## src/rtl/dadda_pkg.sv

```systemverilog
package dadda_pkg;

  // Number of reduction levels for a W x W array: count limits below W.
  function automatic int num_stages(input int w);
    int d;
    int n;
    d = 2;
    n = 0;
    while (d < w) begin
      n++;
      d = (d * 3) / 2;
    end
    return n;
  endfunction

  // Height limit of level s (s = 0 is the first, tallest limit).
  function automatic int stage_limit(input int w, input int s);
    int d;
    int n;
    n = num_stages(w);
    d = 2;
    for (int k = 1; k < n - s; k++) d = (d * 3) / 2;
    return d;
  endfunction

  // Initial partial-product count in column c.
  function automatic int col_pp(input int w, input int c);
    if (c < w) return c + 1;
    else if (c <= 2 * w - 2) return 2 * w - 1 - c;
    else return 0;
  endfunction

  // Column height at the input of level s (s = num_stages gives final rows).
  function automatic int level_height(input int w, input int s, input int c);
    int h [256];
    int lim, cin, tot, ex, f, hh;
    for (int col = 0; col < 2 * w; col++) h[col] = col_pp(w, col);
    for (int t = 0; t < s; t++) begin
      lim = stage_limit(w, t);
      cin = 0;
      for (int col = 0; col < 2 * w; col++) begin
        tot = h[col] + cin;
        ex  = tot - lim;
        f   = 0;
        hh  = 0;
        if (ex > 0) begin
          f  = ex / 2;
          hh = ex % 2;
        end
        h[col] = h[col] - 2 * f - hh + cin;
        cin    = f + hh;
      end
    end
    return h[c];
  endfunction

  // Adders of level s in column c: kind 0 = full adders, 1 = half adders.
  function automatic int adder_count(input int w, input int s, input int c,
                                     input int kind);
    int lim, cin, tot, ex, f, hh;
    lim = stage_limit(w, s);
    cin = 0;
    f   = 0;
    hh  = 0;
    for (int col = 0; col <= c; col++) begin
      tot = level_height(w, s, col) + cin;
      ex  = tot - lim;
      f   = 0;
      hh  = 0;
      if (ex > 0) begin
        f  = ex / 2;
        hh = ex % 2;
      end
      cin = f + hh;
    end
    return (kind == 0) ? f : hh;
  endfunction

endpackage

```

## src/rtl/dadda_cells.sv

```systemverilog
module dadda_fa (
  input  logic x_i,
  input  logic y_i,
  input  logic z_i,
  output logic s_o,
  output logic c_o
);
  assign s_o = x_i ^ y_i ^ z_i;
  assign c_o = (x_i & y_i) | (x_i & z_i) | (y_i & z_i);
endmodule

module dadda_ha (
  input  logic x_i,
  input  logic y_i,
  output logic s_o,
  output logic c_o
);
  assign s_o = x_i ^ y_i;
  assign c_o = x_i & y_i;
endmodule

```

## src/rtl/dadda_pp_array.sv

```systemverilog
module dadda_pp_array import dadda_pkg::*; #(
  parameter int W = 8
) (
  input  logic [W-1:0]            a_i,
  input  logic [W-1:0]            b_i,
  output logic [2*W-1:0][W-1:0]   col_o
);
  localparam int COLS = 2 * W;

  for (genvar c = 0; c < COLS; c++) begin : g_col
    localparam int LO  = (c < W) ? 0 : c - W + 1;
    localparam int HGT = col_pp(W, c);
    for (genvar r = 0; r < W; r++) begin : g_row
      if (r < HGT) begin : g_bit
        assign col_o[c][r] = a_i[LO+r] & b_i[c-LO-r];
      end else begin : g_zero
        assign col_o[c][r] = 1'b0;
      end
    end
  end
endmodule

```

## src/rtl/dadda_stage.sv

```systemverilog
module dadda_stage import dadda_pkg::*; #(
  parameter int W = 8,
  parameter int S = 0
) (
  input  logic [2*W-1:0][W-1:0] col_i,
  output logic [2*W-1:0][W-1:0] col_o
);
  localparam int COLS = 2 * W;

  logic [COLS-1:0][W-1:0] sm;
  logic [COLS-1:0][W-1:0] cy;

  for (genvar c = 0; c < COLS; c++) begin : g_col
    localparam int HIN = level_height(W, S, c);
    localparam int F   = adder_count(W, S, c, 0);
    localparam int HA  = adder_count(W, S, c, 1);
    localparam int CI  = (c > 0) ? adder_count(W, S, c - 1, 0)
                                 + adder_count(W, S, c - 1, 1) : 0;
    localparam int P   = HIN - 3 * F - 2 * HA;
    localparam int USED = 3 * F + 2 * HA;

    // adder cells: full adders first, then half adders
    for (genvar k = 0; k < W; k++) begin : g_add
      if (k < F) begin : g_fa
        dadda_fa u_fa (
          .x_i(col_i[c][3*k]),
          .y_i(col_i[c][3*k+1]),
          .z_i(col_i[c][3*k+2]),
          .s_o(sm[c][k]),
          .c_o(cy[c][k])
        );
      end else if (k < F + HA) begin : g_ha
        dadda_ha u_ha (
          .x_i(col_i[c][3*F+2*(k-F)]),
          .y_i(col_i[c][3*F+2*(k-F)+1]),
          .s_o(sm[c][k]),
          .c_o(cy[c][k])
        );
      end else begin : g_none
        assign sm[c][k] = 1'b0;
        assign cy[c][k] = 1'b0;
      end
    end

    // output rows: pass-through bits, own sums, carries from column below
    for (genvar r = 0; r < W; r++) begin : g_row
      if (r < P) begin : g_pass
        assign col_o[c][r] = col_i[c][USED+r];
      end else if (r < P + F + HA) begin : g_sum
        assign col_o[c][r] = sm[c][r-P];
      end else if ((c > 0) && (r < P + F + HA + CI)) begin : g_carry
        assign col_o[c][r] = cy[c-1][r-P-F-HA];
      end else begin : g_zero
        assign col_o[c][r] = 1'b0;
      end
    end
  end
endmodule

```

## src/rtl/dadda_cpa.sv

```systemverilog
module dadda_cpa #(
  parameter int N = 16
) (
  input  logic [N-1:0] x_i,
  input  logic [N-1:0] y_i,
  output logic [N-1:0] s_o,
  output logic         co_o
);
  logic [N:0] carry;
  assign carry[0] = 1'b0;

  for (genvar i = 0; i < N; i++) begin : g_bit
    dadda_fa u_fa (
      .x_i(x_i[i]),
      .y_i(y_i[i]),
      .z_i(carry[i]),
      .s_o(s_o[i]),
      .c_o(carry[i+1])
    );
  end

  assign co_o = carry[N];
endmodule

```

## src/rtl/dadda_mult.sv

```systemverilog
module dadda_mult import dadda_pkg::*; #(
  parameter int W = 8
) (
  input  logic [W-1:0]   a_i,
  input  logic [W-1:0]   b_i,
  output logic [2*W-1:0] p_o
);
  localparam int COLS = 2 * W;
  localparam int NST  = num_stages(W);

  logic [COLS-1:0][W-1:0] lvl [NST+1];
  logic [COLS-1:0]        row_a;
  logic [COLS-1:0]        row_b;
  logic                   cpa_cout;

  dadda_pp_array #(.W(W)) u_pp (
    .a_i  (a_i),
    .b_i  (b_i),
    .col_o(lvl[0])
  );

  for (genvar s = 0; s < NST; s++) begin : g_stage
    dadda_stage #(.W(W), .S(s)) u_stage (
      .col_i(lvl[s]),
      .col_o(lvl[s+1])
    );
  end

  for (genvar c = 0; c < COLS; c++) begin : g_rows
    assign row_a[c] = lvl[NST][c][0];
    assign row_b[c] = lvl[NST][c][1];
  end

  dadda_cpa #(.N(COLS)) u_cpa (
    .x_i (row_a),
    .y_i (row_b),
    .s_o (p_o),
    .co_o(cpa_cout)
  );
endmodule

```

## config.mk

```make
export PLATFORM = sky130hd
export DESIGN_NAME = dadda_mult
export DESIGN_NICKNAME = d
export VERILOG_FILES = /design/src/rtl/dadda_pkg.sv /design/src/rtl/dadda_cells.sv /design/src/rtl/dadda_pp_array.sv /design/src/rtl/dadda_stage.sv /design/src/rtl/dadda_cpa.sv /design/src/rtl/dadda_mult.sv
export SDC_FILE = /design/constraint.sdc
export NUM_CORES = 1
export LEC_CHECK = 0
export BUFFER_PORTS_ARGS = -buffer_cell sky130_fd_sc_hd__buf_2
export CAP_MARGIN = 20
export CORE_AREA = 2 2 55 57
export DETAILED_ROUTE_END_ITERATION = 16
export DIE_AREA = 0 0 57 59
export PLACE_DENSITY = 0.95
export SLEW_MARGIN = 10
export SYNTH_ARGS = -nofsm -noshare
export SYNTH_HDL_FRONTEND = slang
export SYNTH_SLANG_ARGS = --single-unit
```

## constraint.sdc

```tcl
create_clock -name vclk -period 25.7
set_input_delay 3.855 -clock vclk [all_inputs]
set_output_delay 3.855 -clock vclk [all_outputs]
set_load 0.05 [all_outputs]
```

==> impl_metrics.csv, run 1 <==
group,metric,value,unit
yosys,syn_nets,253,
placement,hpwlAfterDp,2.74,mm
floorplanning,start_util,0.629,
timing,fin_crit_sh,0.540,
setup_path,crit_chain,"buf_2 > and2_1 > ha_1 > fa_1 > inv_1 > fa_1 > inv_1 > fa_1 > fa_1 > fa_1 > fa_1 > fa_1 > fa_1 > fa_1 > fa_1 > fa_1 > fa_1 > buf_2",
route,dr.pass1.iters,4,
clocking,cts.repair.resized,0,
power_and_ir_drop,ir_worst_vdd,0.000119,V
power_and_ir_drop,power_density,86.7,nW/µm²
setup_path,path_max_fanout,8,
cells_and_area,drive_above_1_share,0.162,
yosys,avgSynthCellArea,9.42,µm²
timing,grt_setup_unrepaired,"false",
cells_and_area,mostFrequentLayoutCells,"48 x fa_1, 46 x and2_1, 45 x inv_1",
setup_path,crit_type,"input port to output port",
power_and_ir_drop,seqPwrFrac,0,
job,max_cap_violations,0,
placement,io_buffers,32,
setup_path,path_buf_inv,4,
floorplanning,die_y,59,µm
power_and_ir_drop,switching_share,0.741,
clocking,postCtsSetupRepairBufs,0,
route,drt-total-wl,3.05,mm
global_route,grt_pass1_wl,5.58,mm
clocking,ctsHoldBuffers,0,
cells_and_area,final_common_cell,"fa_1",
route,vias,1139,
worst_hold_path,hold_class,"input port to output port",
global_route,grt_max_degree,9,
global_route,grt_pass1_vias,1304,
floorplanning,core_area,2710,µm²
timing,timing_hold_violations_final,0,
setup_path,end_kind,"output port",
global_route,gr-total-overflow,0,
yosys,synth_seq_area_share,0,
placement,place_congestion,0.788,
setup_path,critical_path_arrival,10.01,ns
timing,worst_pin_slew,0.255,ns
route,via_per_inst,5.00,
power_and_ir_drop,clkPwrFrac,0,
yosys,syn_area,1710,µm²
route,ant_nets,0,
cells_and_area,n_clock_buffer,0,
setup_path,cp_top_family,"adder cells",
setup_path,max_stage_delay,0.50,ns
power_and_ir_drop,combPwrFrac,1.000,
power_and_ir_drop,netSwitchingPower,0.000115,W
cells_and_area,area_delta_synth_final,4.62,%
yosys,synth.distinct_cells,6,
yosys,synthCells,181,
floorplanning,rows,19,
setup_path,slowest_stage,"fa_1",
timing,finalMaxSlewViolations,0,
floorplanning,ios,32,
power_and_ir_drop,power.leakage,0.989,nW
global_route,antenna_found_initial,0,
worst_hold_path,whs_path_depth,3,
power_and_ir_drop,internal_power,0.0000401,W
timing,relSlewSlack,0.831,
setup_path,worstPathRequired,21.84,ns
floorplanning,die_area,3360,µm²
route,drcViolationCount,0,
cells_and_area,seq_area,0,µm²
timing,fmax,72.1,MHz
global_route,grtUsageTotal,0.214,
setup_path,worst-path-stages,18,
route,drtIter0Drc,23,
cells_and_area,fin_nets,271,
cells_and_area,final_util,0.658,
timing,finalSetupViolCount,0,
timing,tns,0,ns
status,status,"finished, final reports clean",
cells_and_area,num_antenna_cells,0,
yosys,yosys_warnings,0,
route,wl_per_cell,13.4,µm
setup_path,start_kind,"input port",
cells_and_area,seq_cells,0,
setup_path,cpMostUsedCell,"fa_1",
timing,min_period,13.87,ns
floorplanning,die_w,57,µm
## per-layer routing
| metal | track usage | wire length [µm] |
|---|---|---|
| met3 | 0.0131 | 128 |
| met5 | 0 | 0 |
| met2 | 0.424 | 1750 |
| met4 | 0.0332 | 47 |
| met1 | 0.262 | 1130 |
## final cells by class
cell class,count,area [µm²]
multi-input combinational,120,1420
fill,245,926
tap,31,38.8
inverter,45,169
timing repair buffer,32,160
## cells by family after synthesis
logic type    synth area share
fa+ha+maj                0.622
simple gates             0.208
buf+inv                  0.169
## power groups by stage
stage	clock, W	combinational, W	sequential [W]
6_report	0	0.000155	0
5_1_grt	0	0.000171	0
4_1_cts	0	0.000158	0
3_5_place_dp	0	0.000157	0
3_3_place_gp	0	0.000155	0
2_1_floorplan	0	0.000155	0
## synthesized netlist by cell type
| master | number | area [µm²] |
|---|---|---|
| inv_1 | 45 | 169 |
| ha_1 | 8 | 100 |
| buf_4 | 16 | 120 |
| fa_1 | 48 | 961 |
| nand2_1 | 18 | 67.6 |
| and2_1 | 46 | 288 |
## final timing paths
| check | start | to | slack [ns] |
|---|---|---|---|
| worst max-delay path | a_i[0] | p_o[14] | 11.83 |
| worst min-delay path | a_i[0] | p_o[0] | 8.21 |
## per-stage QoR
| step | hold slack (ns) | worst slack, ns | instances | total power, W | instance area (µm²) |
|---|---|---|---|---|---|
| after global routing | 8.23 | 11.65 | 228 | 0.000171 | 1780 |
| after CTS | 8.21 | 11.81 | 228 | 0.000158 | 1780 |
| final | 8.21 | 11.83 | 228 | 0.000155 | 1780 |
| after global placement | 8.19 | 11.92 | 228 | 0.000155 | 1780 |
| after floorplan | 7.99 | 12.26 | 181 | 0.000155 | 1710 |
| after detailed placement | 8.21 | 11.81 | 228 | 0.000157 | 1780 |
(Power assumes the default switching activity.)
==> run 2, diff against run 1 <==
- CORE_AREA: 2 2 55 57 -> 2 2 60 62
- DIE_AREA: 0 0 57 59 -> 0 0 62 64
- PLACE_DENSITY: 0.95 -> 0.85
- clock period: 25.7 -> 12.6 ns (I/O delays scaled with it)
==> run 2 against run 1 <==
Sequential share of layout area stayed put. Power up 100%. Die area increased by 18%. Clock-buffer cell count stayed put. First-iteration DRC count down 52%. Via count is 1.5% lower. Routed wire length fell by 2.6%. Cell area rose by 1.1%. Critical path depth stayed put. Combinational power rose by 100%. Global-route usage is 4.0 points lower. Final cell count rose by 6.6%. Critical endpoint unchanged. Largest power group unchanged.
==> impl_metrics.csv, run 2 (synthesis results as in run 1) <==
group,metric,value,unit
route,drcViolationCount,0,
setup_path,path_buf_inv,4,
global_route,gr-total-overflow,0,
route,ant_nets,0,
cells_and_area,final_common_cell,"fa_1",
timing,relSlewSlack,0.833,
global_route,grt_pass1_wl,5.30,mm
placement,io_buffers,32,
cells_and_area,n_clock_buffer,0,
timing,min_period,9.90,ns
cells_and_area,drive_above_1_share,0.162,
timing,timing_hold_violations_final,0,
timing,worst_pin_slew,0.252,ns
power_and_ir_drop,power.leakage,0.989,nW
setup_path,critical_path_arrival,8.01,ns
status,status,"finished, final reports clean",
timing,fmax,101,MHz
timing,grt_setup_unrepaired,"false",
power_and_ir_drop,ir_worst_vdd,0.000136,V
route,vias,1122,
power_and_ir_drop,power_density,175,nW/µm²
cells_and_area,fillers,308,
setup_path,start_kind,"input port",
placement,place_inst,243,
route,drt-total-wl,2.97,mm
floorplanning,die_area,3970,µm²
timing,finalSetupViolCount,0,
clocking,ctsHoldBuffers,0,
cells_and_area,area_delta_synth_final,5.72,%
worst_hold_path,hold_class,"input port to output port",
cells_and_area,num_antenna_cells,0,
cells_and_area,mostFrequentLayoutCells,"48 x fa_1, 46 x and2_1, 45 x inv_1",
worst_hold_path,min_from,"a_i[0]",
global_route,grtUsageTotal,0.174,
setup_path,max_stage_delay,0.51,ns
cells_and_area,seq_cells,0,
timing,tns,0,ns
cells_and_area,stdcell_area,1800,µm²
setup_path,crit_type,"input port to output port",
global_route,grt_max_degree,9,
setup_path,end_kind,"output port",
job,max_cap_violations,0,
cells_and_area,fin_nets,271,
floorplanning,core_area,3280,µm²
clocking,cts.repair.resized,0,
setup_path,worstPathRequired,10.71,ns
cells_and_area,seq_area,0,µm²
worst_hold_path,hold_end,"p_o[0]",
setup_path,crit_chain,"buf_2 > and2_1 > ha_1 > fa_1 > inv_1 > fa_1 > inv_1 > fa_1 > fa_1 > fa_1 > fa_1 > fa_1 > fa_1 > fa_1 > fa_1 > fa_1 > fa_1 > buf_2",
placement,place_congestion,0.796,
route,dr.pass1.iters,4,
setup_path,cp_top_family,"adder cells",
cells_and_area,final_util,0.549,
placement,placed_area,1800,µm²
floorplanning,die_y,64,µm
route,via_per_inst,4.62,
route,wl_per_cell,12.2,µm
route,drtIter0Drc,11,
global_route,antenna_found_initial,0,
floorplanning,start_util,0.519,
floorplanning,ios,32,
timing,finalMaxSlewViolations,0,
floorplanning,rows,21,
timing,fin_crit_sh,0.786,
global_route,grt_pass1_vias,1276,
cells_and_area,finalNonFillerCells,243,
setup_path,path_max_fanout,8,
setup_path,cpMostUsedCell,"fa_1",
clocking,postCtsSetupRepairBufs,0,
setup_path,slowest_stage,"fa_1",
placement,hpwlAfterDp,2.69,mm
floorplanning,die_w,62,µm
worst_hold_path,whs_path_depth,3,
run 2: final cells by class:
type / count / area (µm²) / share of cell area
Inverter: 45 / 169 / 0.0937
Multi-Input combinational cell: 120 / 1420 / 0.786
Timing Repair Buffer: 32 / 160 / 0.0888
Tap cell: 46 / 57.6 / 0.0319
run 2: power by group:
part           switching (W)  leakage (nW)  internal [W]  total (W)
Clock                      0             0             0          0
Combinational       0.000233         0.989     0.0000823   0.000316
Sequential                 0             0             0          0
run 2: per-stage QoR:
step | total power (W) | worst slack, ns | hold slack (ns)
6_report | 0.000316 | 2.70 | 4.26
5_1_grt | 0.000350 | 2.53 | 4.29
4_1_cts | 0.000324 | 2.66 | 4.26
3_5_place_dp | 0.000323 | 2.65 | 4.26
3_3_place_gp | 0.000318 | 2.76 | 4.26
2_1_floorplan | 0.000316 | 3.09 | 4.06
run 2: layer usage:
layer / wire (µm) / global-route usage
met1: 1140 / 0.212
met2: 1750 / 0.344
met3: 60 / 0
met4: 21 / 0.0106
met5: 0 / 0
run 2: worst max path at each step:
stage               to  slack (ns)  depth (start not counted)    from
2_1_floorplan  p_o[14]        3.09                         17  a_i[0]
3_3_place_gp   p_o[14]        2.76                         18  a_i[0]
3_5_place_dp   p_o[14]        2.65                         18  b_i[6]
4_1_cts        p_o[14]        2.66                         18  b_i[6]
5_1_grt        p_o[14]        2.53                         18  b_i[6]
6_report       p_o[14]        2.70                         18  b_i[6]
